**config.mk**
```make
export PLATFORM = sky130hd
export DESIGN_NAME = irq_source_ctrl
export DESIGN_NICKNAME = d
export VERILOG_FILES = /design/src/rtl/irqs_pkg.sv /design/src/rtl/irqs_slot.sv /design/src/rtl/irqs_pick.sv /design/src/rtl/irqs_scan.sv /design/src/rtl/irq_source_ctrl.sv
export SDC_FILE = /design/constraint.sdc
export NUM_CORES = 1
export LEC_CHECK = 0
export BUFFER_PORTS_ARGS = -buffer_cell sky130_fd_sc_hd__buf_2
export CORE_ASPECT_RATIO = 1.75
export CORE_MARGIN = 3
export CORE_UTILIZATION = 53
export DETAILED_ROUTE_END_ITERATION = 8
export GPL_TIMING_DRIVEN = 0
export PLACE_DENSITY = 0.87
export RECOVER_POWER = 100
export SETUP_SLACK_MARGIN = 0.05
export SYNTH_ARGS = -nofsm -noshare
export SYNTH_HDL_FRONTEND = slang
export SYNTH_SLANG_ARGS = --single-unit
```
**constraint.sdc**
```tcl
create_clock -name clk -period 1.8 [get_ports clk]
set_input_delay 0.18 -clock clk [delete_from_list [all_inputs] [get_ports clk]]
set_output_delay 0.18 -clock clk [all_outputs]
set_load 0.01 [all_outputs]
```
**src/rtl/irqs_pkg.sv**
```systemverilog
package irqs_pkg;
  typedef enum logic [1:0] {KIND_NONE, KIND_LVL, KIND_MSG} src_kind_e;

  typedef struct packed {
    logic asrt;   // registered input (level state or last message sample)
    logic sent;   // level: presented and not yet closed
    logic rej;    // message: handed back by the presenter
    logic mpend;  // message: fired while masked
    logic due;    // waiting for the present engine
  } src_stat_t;
endpackage

```
**src/rtl/irqs_slot.sv**
```systemverilog
module irqs_slot
  import irqs_pkg::*;
#(
  parameter int SRV_W  = 4,
  parameter int PRIO_W = 8
) (
  input  logic              clk,
  input  logic              rst_n,
  input  src_kind_e         kind,
  input  logic              src_lvl,
  input  logic              cfg_hit,
  input  logic [SRV_W-1:0]  cfg_srv,
  input  logic [PRIO_W-1:0] cfg_prio,
  input  logic              rej_hit,
  input  logic              eoi_hit,
  input  logic              scan_hit,
  input  logic              grant,
  output logic              ready,
  output logic [SRV_W-1:0]  srv,
  output logic [PRIO_W-1:0] prio,
  output src_stat_t         stat
);
  function automatic logic is_masked(input logic [PRIO_W-1:0] p);
    return p == {PRIO_W{1'b1}};
  endfunction

  src_stat_t         nx;
  logic [SRV_W-1:0]  nx_srv;
  logic [PRIO_W-1:0] nx_prio;
  logic              is_lvl, is_msg;

  assign is_lvl = (kind == KIND_LVL);
  assign is_msg = (kind == KIND_MSG);
  assign ready  = stat.due;

  always_comb begin
    nx      = stat;
    nx_srv  = srv;
    nx_prio = prio;
    if (grant) begin
      nx.due = 1'b0;
      if (is_lvl) nx.sent = 1'b1;
    end
    if (rej_hit) begin
      if (is_msg) nx.rej  = 1'b1;
      if (is_lvl) nx.sent = 1'b0;
    end
    if (eoi_hit && is_lvl) nx.sent = 1'b0;
    nx.asrt = src_lvl;
    if (is_lvl && (src_lvl != stat.asrt)) nx.due = 1'b1;
    if (is_msg && src_lvl && !stat.asrt) begin
      if (is_masked(prio)) nx.mpend = 1'b1;
      else                 nx.due   = 1'b1;
    end
    if (cfg_hit) begin
      nx_srv  = cfg_srv;
      nx_prio = cfg_prio;
      if (is_msg && nx.mpend && !is_masked(cfg_prio)) begin
        nx.mpend = 1'b0;
        nx.due   = 1'b1;
      end
      if (is_lvl) nx.due = 1'b1;
    end
    if (scan_hit) begin
      if (is_msg && nx.rej) begin
        nx.rej = 1'b0;
        if (!is_masked(nx_prio)) nx.due = 1'b1;
      end
      if (is_lvl) nx.due = 1'b1;
    end
    if (is_lvl && !(!is_masked(nx_prio) && nx.asrt && !nx.sent)) nx.due = 1'b0;
    if (is_msg && nx.due && is_masked(nx_prio)) begin
      nx.due   = 1'b0;
      nx.mpend = 1'b1;
    end
    if (kind == KIND_NONE) nx = '0;
  end

  always_ff @(posedge clk) begin
    if (!rst_n) begin
      stat <= '0;
      srv  <= '0;
      prio <= {PRIO_W{1'b1}};
    end else begin
      stat <= nx;
      srv  <= nx_srv;
      prio <= nx_prio;
    end
  end
endmodule

```
**src/rtl/irqs_pick.sv**
```systemverilog
module irqs_pick #(
  parameter int N  = 8,
  parameter int IW = 3
) (
  input  logic [N-1:0]  req,
  output logic [N-1:0]  win,
  output logic [IW-1:0] idx,
  output logic          any
);
  always_comb begin
    win = '0;
    idx = '0;
    any = 1'b0;
    for (int i = N - 1; i >= 0; i--) begin
      if (req[i]) begin
        win    = '0;
        win[i] = 1'b1;
        idx    = IW'(i);
        any    = 1'b1;
      end
    end
  end
endmodule

```
**src/rtl/irqs_scan.sv**
```systemverilog
module irqs_scan #(
  parameter int N  = 8,
  parameter int IW = 3
) (
  input  logic         clk,
  input  logic         rst_n,
  input  logic         start,
  input  logic         stall,
  output logic [N-1:0] hit,
  output logic         active
);
  logic [IW-1:0] ptr;
  logic          step;

  assign step = active && !stall;

  for (genvar g = 0; g < N; g++) begin : g_hit
    assign hit[g] = step && (ptr == IW'(g));
  end

  always_ff @(posedge clk) begin
    if (!rst_n) begin
      active <= 1'b0;
      ptr    <= '0;
    end else if (!active) begin
      if (start) begin
        active <= 1'b1;
        ptr    <= '0;
      end
    end else if (step) begin
      ptr <= ptr + 1'b1;
      if (ptr == IW'(N - 1)) active <= 1'b0;
    end
  end
endmodule

```
**src/rtl/irq_source_ctrl.sv**
```systemverilog
module irq_source_ctrl
  import irqs_pkg::*;
#(
  parameter int              N_SRC    = 8,
  parameter int              SRV_W    = 4,
  parameter int              PRIO_W   = 8,
  parameter int              NUM_W    = 12,
  parameter logic [NUM_W-1:0] NUM_BASE = 12'h100,
  localparam int             IDX_W    = (N_SRC > 1) ? $clog2(N_SRC) : 1
) (
  input  logic              clk,
  input  logic              rst_n,
  input  logic [N_SRC-1:0]  src_in,
  input  logic [N_SRC-1:0]  kind_lvl,
  input  logic [N_SRC-1:0]  kind_msg,
  input  logic              cfg_we,
  input  logic [IDX_W-1:0]  cfg_idx,
  input  logic [SRV_W-1:0]  cfg_srv,
  input  logic [PRIO_W-1:0] cfg_prio,
  input  logic              rej_valid,
  input  logic [NUM_W-1:0]  rej_num,
  input  logic              eoi_valid,
  input  logic [NUM_W-1:0]  eoi_num,
  input  logic              resend_go,
  output logic              pres_req,
  output logic [NUM_W-1:0]  pres_num,
  output logic [SRV_W-1:0]  pres_srv,
  output logic [PRIO_W-1:0] pres_prio,
  input  logic              pres_done
);
  localparam logic [NUM_W-1:0] SRC_CNT = NUM_W'(N_SRC);

  function automatic logic in_window(input logic [NUM_W-1:0] n);
    return (n >= NUM_BASE) && ((n - NUM_BASE) < SRC_CNT);
  endfunction

  function automatic logic [IDX_W-1:0] to_local(input logic [NUM_W-1:0] n);
    return IDX_W'(n - NUM_BASE);
  endfunction

  function automatic logic [NUM_W-1:0] to_global(input logic [IDX_W-1:0] i);
    return NUM_BASE + NUM_W'(i);
  endfunction

  // named internal events
  logic [N_SRC-1:0]  grant, scan_hit, ready, cfg_hit, rej_hit, eoi_hit;
  logic [N_SRC-1:0]  pick_win;
  logic [IDX_W-1:0]  pick_idx;
  logic              pick_any, scan_active;
  logic [SRV_W-1:0]  s_srv  [N_SRC];
  logic [PRIO_W-1:0] s_prio [N_SRC];
  src_stat_t         s_stat [N_SRC];

  for (genvar g = 0; g < N_SRC; g++) begin : g_src
    src_kind_e kind;
    assign kind       = kind_lvl[g] ? KIND_LVL : (kind_msg[g] ? KIND_MSG : KIND_NONE);
    assign cfg_hit[g] = cfg_we && (cfg_idx == IDX_W'(g));
    assign rej_hit[g] = rej_valid && in_window(rej_num) && (to_local(rej_num) == IDX_W'(g));
    assign eoi_hit[g] = eoi_valid && in_window(eoi_num) && (to_local(eoi_num) == IDX_W'(g));

    irqs_slot #(.SRV_W(SRV_W), .PRIO_W(PRIO_W)) u_slot (
      .clk(clk), .rst_n(rst_n), .kind(kind), .src_lvl(src_in[g]),
      .cfg_hit(cfg_hit[g]), .cfg_srv(cfg_srv), .cfg_prio(cfg_prio),
      .rej_hit(rej_hit[g]), .eoi_hit(eoi_hit[g]), .scan_hit(scan_hit[g]),
      .grant(grant[g]), .ready(ready[g]), .srv(s_srv[g]), .prio(s_prio[g]),
      .stat(s_stat[g])
    );
  end

  irqs_pick #(.N(N_SRC), .IW(IDX_W)) u_pick (
    .req(ready), .win(pick_win), .idx(pick_idx), .any(pick_any)
  );

  irqs_scan #(.N(N_SRC), .IW(IDX_W)) u_scan (
    .clk(clk), .rst_n(rst_n), .start(resend_go), .stall(pres_req),
    .hit(scan_hit), .active(scan_active)
  );

  assign grant = pres_req ? '0 : pick_win;

  always_ff @(posedge clk) begin
    if (!rst_n) begin
      pres_req  <= 1'b0;
      pres_num  <= '0;
      pres_srv  <= '0;
      pres_prio <= '0;
    end else if (pres_req) begin
      if (pres_done) pres_req <= 1'b0;
    end else if (pick_any) begin
      pres_req  <= 1'b1;
      pres_num  <= to_global(pick_idx);
      pres_srv  <= s_srv[pick_idx];
      pres_prio <= s_prio[pick_idx];
    end
  end
endmodule

```
# Word level (Yosys, flattened, before mapping)
# Index checks and enable logic that the tools add are counted.
[totals] wordCells=583 in_bits=70 ff_bits=165 out_inout_bits=25
[classes] n_eq_ne=70 order_cmp=5 n_bitwise=3 add_sub_neg=4 reduce_logical=198 muxes=241
[op_table] cell="$mux W8" n=19
[op_table] cell="$mux W1" n=151
[op_table] cell="$eq A8 B8 Y1 const B" n=17
[op_table] cell="$logic_and A1 B1 Y1" n=133
[op_table] cell="$mux W2" n=56
[op_table] cell="$eq A3 B3 Y1 const B" n=16
[op_table] cell="$logic_not A1 Y1" n=34
[op_table] cell="$mux W3" n=11
[op_table] cell="$bmux W8 S3" n=1
[op_table] cell="$eq A3 B2 Y1 const B" n=8
[op_table] cell="$ge A12 B9 Y1 const B" n=2
[op_table] cell="$lt A12 B4 Y1 const B" n=2
[op_table] cell="$reduce_or A3 Y1" n=8
[op_table] cell="$sub A12 B9 Y12 const B" n=2
[op_table] cell="$eq A2 B1 Y1 const B" n=8
[op_table] cell="$eq A2 B2 Y1 const B" n=8
[op_table] cell="$logic_not A2 Y1" n=8
[op_table] cell="$reduce_or A2 Y1" n=8
[op_table] cell="$bmux W4 S3" n=1
[op_table] cell="$eq A3 B1 Y1 const B" n=4
[op_table] cell="$logic_not A3 Y1" n=4
[op_table] cell="$add A9 B3 Y10 const A" n=1
[op_table] cell="$mux W4" n=2
[op_table] cell="$ne A1 B1 Y1" n=8
[op_table] cell="7 further kinds" n=9

# Depth between registers and ports, before layout
[logic_depth] word_depth=26 ltp_mapped=8 mapped_depth_nobuf=7

# By module
# A second synthesis with hierarchy kept.
[unflattened] cells_unflattened=987 hier_area_um2=8622.0
[by_module_without_submodules] module="irqs_slot" area_each_um2=798.3 cells_per_inst=88 seq_area_each_um2=340.3 instances=8
[by_module_without_submodules] module="irq_source_ctrl" area_each_um2=1773.0 cells_per_inst=224 seq_area_each_um2=340.3 instances=1
[by_module_without_submodules] module="irqs_scan" area_each_um2=304.0 cells_per_inst=37 seq_area_each_um2=80.1 instances=1
[by_module_without_submodules] module="irqs_pick" area_each_um2=158.9 cells_per_inst=22 seq_area_each_um2=0.0 instances=1

# Least setup slack after synthesis
# OpenSTA, ideal clock, no wires.
[synth_timing] path_kind="register -> register" startpoint="reg g_src[3].u_slot.stat, in the netlist g_src[3].u_slot.ready" endpoint="reg pres_srv[2]" synth_period_minus_slack_ns=1.810 n_path_buf=2 arrival_ns=1.678 setup_slack_ns=-0.010 path_stages_with_launch=8 path_cell_list="dfxtp_1 buf_4 inv_2 a221oi_4 buf_4 mux2_2 o221ai_1 o211ai_1"
[synth_between] elab_chain_cells=8
[synth_lines] element="start: declaration" line="irqs_slot.sv:21" rtl="output src_stat_t stat"
[synth_lines] element="start signal: assignment" line="irqs_slot.sv:85" rtl="stat <= nx;"
[synth_lines] element="$mux W3 (4 in a row)" line="irqs_pick.sv:15" rtl="if (req[i]) begin"
[synth_lines] element="$not A3 Y4 (implied by the code)" line="irq_source_ctrl.sv:92" rtl="pres_srv <= s_srv[pick_idx];"
[synth_lines] element="$bmux W4 S3" line="irq_source_ctrl.sv:92"
[synth_lines] element="$mux W4 (implied by the code) (2 in a row)" line="irq_source_ctrl.sv:92"
[synth_lines] element="end signal: assignment" line="irq_source_ctrl.sv:92"
[synth_lines] element="end: declaration" line="irq_source_ctrl.sv:27" rtl="output logic [SRV_W-1:0] pres_srv,"
# Several ways; a longest one is shown, not always the timed one. The select of a mux whose other input is x is not followed.
# A chain may end at the register's enable or synchronous reset.

# Worst setup path in the final report
[layout_timing] startpoint="reg g_src[5].u_slot.stat, in the netlist g_src[5].u_slot.ready" endpoint="reg pres_prio[2]"
[layout_between] elab_chain_cells=10
[layout_lines] element="start: declaration" line="irqs_slot.sv:21"
[layout_lines] element="start signal: assignment" line="irqs_slot.sv:85"
[layout_lines] element="$mux W3 (6 in a row)" line="irqs_pick.sv:15"
[layout_lines] element="$not A3 Y4 (implied by the code)" line="irq_source_ctrl.sv:93" rtl="pres_prio <= s_prio[pick_idx];"
[layout_lines] element="$bmux W8 S3" line="irq_source_ctrl.sv:93"
[layout_lines] element="$mux W8 (implied by the code) (2 in a row)" line="irq_source_ctrl.sv:93"
[layout_lines] element="end signal: assignment" line="irq_source_ctrl.sv:93"
[layout_lines] element="end: declaration" line="irq_source_ctrl.sv:28" rtl="output logic [PRIO_W-1:0] pres_prio,"
# Several ways; a longest one is shown, not always the timed one. The select of a mux whose other input is x is not followed.

==> run metrics <==
outcome=finished with violations; failing checks=DRC, hold timing, setup timing; std cell rows=60; global-route wire length before repair=just over 50000 um; Die Ht=173 um; Layout Skew=0.0198 ns; DR pass1 iterations=9; HPWL Detailed=21000 um; CP Max Fanout=5; Syn Inst Count=roughly 1.0k; Clock Sinks=157; unrepaired setup endpoints after global routing=yes; DRT Wirelength=37900 um; Final Hold Vio Count=4; Via density=7.25; worst setup margin=-0.412 ns; crit path launch type=flip-flop; proportion of power drawn by flip-flops and latches=between 30 and 40%; pin count of the biggest net entering global routing=19; Leak=4.38 nW; CTS tree=done; Num CTS Buffers=17; GPL Wtd Cong=0.975; combinational share of power=between 20 and 25%; sw frac=34.3%; post-route ant nets=0; port bufs=67; layout cells sized above 1=24.7%; ANT cells=0; Max Freq=452 MHz; setup violators final=36; min Tclk post-route=approximately 2.2 ns; P_sw=3.32 mW; Remaining DRCs=5; Syn Std Cell Area=0.00843 mm2; worst r2r path cells=8; fin util=69.9%; die width=101 um; Unique masters post-synth=78; via count=10.0k; Hold Crit Class=in2reg; Yosys reg bits=~160; ys flop type=dfxtp_1; io pins=95; hold depth=3; DRT met1 WL=11500 um; Seq/Total Area, Yosys=37.3%; Top Metal Used=met4; metal3 WL=around 4700 um; P&R area growth vs syn=28.1%; Syn Area/Cell=8.04 um2; wire per inst=~27 um; WHS=-0.0172 ns; EDFF count, synth=0; Overall Global Routing Usage=38.8%; Initial Util=between 50% and 60%; met2 wire length=16900 um; Final Max Tran Viols=0; Setup CP Type=reg2reg; Worst VDD drop=0.766 mV; core footprint=roughly 0.015 mm2; Pint=6.36 mW; Longest Clk Path Bufs=2; initial antenna violation count=0; fin crit share=123%; vias in the first global route=9394; synth warn=0; die area=between 0.015 and 0.02 mm2; Critical Path RT=2.12 ns; Critical Path AT=~2.5 ns; pwr dens=around 900 mW/mm2; CTS H-tree depth=4; asr flop ratio synth=0%; grt total ovfl=0; max_cap viols=0; clock root cell=clkbuf_16; clock share of power=roughly two fifths; slew margin rel.=34.6%; Setup crit end kind=flip-flop; Clock Latency Late Sink=approximately 0.46 ns; Nets=1259; Clock Pin Slew Worst Setup and Hold Paths=0.08 ns; drt initial violations=1485; Worst-Margin Slew=0.977 ns
## sequential cells by signal, indices dropped and copies added (netlist names)
signal	cells
g_src.u_slot.prio	64
u_scan.ptr	3
g_src.u_slot.stat	32
g_src.u_slot.srv	32
u_scan.active	1
pres_req	1
g_src.u_slot.ready	8
pres_prio	8
pres_num	4
pres_srv	4
## through the flow
stage	setup WS [ns]	total power [mW]	cells	instance area [um2]	setup TNS, ns
2_1_floorplan	0.0289	4.78	1056	8500	0
6_report	-0.412	9.69	1382	10800	-6.97
5_1_grt	-0.406	9.87	1382	10800	-6.38
3_5_place_dp	-0.575	5.30	1309	9070	-25.50
4_1_cts	-0.137	9.15	1359	10300	-1.27
3_3_place_gp	-0.527	5.27	1309	9070	-24.28
## final timing paths
kind / startpoint / to / slack, ns
worst max-delay path: g_src[5].u_slot.ready / pres_prio[2] / -0.41
worst min-delay path: src_in[0] / g_src[0].u_slot.stat[4] / -0.02
worst max register to register: g_src[5].u_slot.ready / pres_prio[2] / -0.41
worst min register to register: g_src[1].u_slot.srv[2] / g_src[1].u_slot.srv[2] / 0.47
## worst max-delay path: stages, from the launching register on
cell	delay, ns
dfxtp_2	0.32
buf_6	0.12
buf_4	0.15
buf_4	0.16
o21bai_2	0.41
a31oi_4	0.22
clkbuf_8	0.23
o221ai_4	0.31
o211ai_1	0.16
## power groups by stage
stage	combinational (mW)	clock, mW	sequential, mW
finish	2.19	3.71	3.79
global route	2.26	3.82	3.79
CTS	1.78	3.61	3.76
detailed placement	1.48	0	3.82
global placement	1.45	0	3.82
floorplan	0.950	0	3.83
## area by class of cell
class	instances	area, um2
Timing Repair Buffer	111	716
Clock inverter	15	171
Inverter	29	116
Fill cell	1076	4660
Multi-Input combinational cell	775	5360
Tap cell	186	233
Buffer	92	618
Clock buffer	17	425
Sequential cell	157	3170
## layer usage
layer / up-vias / GRT usage [%]
met5: - / 0
met4: 0 / 36.1
met3: 419 / 11.8
met2: 987 / 61.4
met1: 4559 / 39.3
li1: 4049 / -
## cells in the final DEF, fill, tap and decap left out, types with 26 or more instances in the layout
cell and instances:
nand2_1 224, dfxtp_1 145, nand3_1 73, clkbuf_1 60
buf_2 60, buf_4 49, a21boi_0 35, nor2_1 30
inv_1 27, o21ai_0 26
## logic make-up after synthesis
kind of cell | count (synthesis) | synth area share (%)
adders and majority gates | 6 | 0.890
AOI/OAI and AO/OA | 258 | 22.5
and+or+nand+nor | 469 | 28.0
other | 1 | 0.0445
xor gates and xnor gates | 7 | 0.727
muxes | 27 | 3.56
DFF | 157 | 37.3
buffers and inverters | 124 | 7.00
## cell usage after synthesis (17+ instances only)
cell	instances	area, um2
buf_2	21	105
inv_1	28	105
a21boi_0	35	263
mux2_2	24	270
dfxtp_1	157	3140
nor2_1	33	124
nand4_1	20	125
nand2_1	224	841
o211ai_1	22	165
o21ai_0	37	185
nor3_1	25	125
buf_4	20	150
nand3_1	73	365
o21bai_1	17	128
a21oi_1	24	120
o21a_1	18	135
clkbuf_1	48	180
## what timing repair did
action,4_1_cts,5_1_grt
gates cloned,3,3
setup endpoints to repair,34,72
hold buffers,2,0
resized for setup,109,82
pin swaps,29,44
hold endpoints to repair,2,0
buffers inserted,16,20
Power figures use the tool's default switching activity.
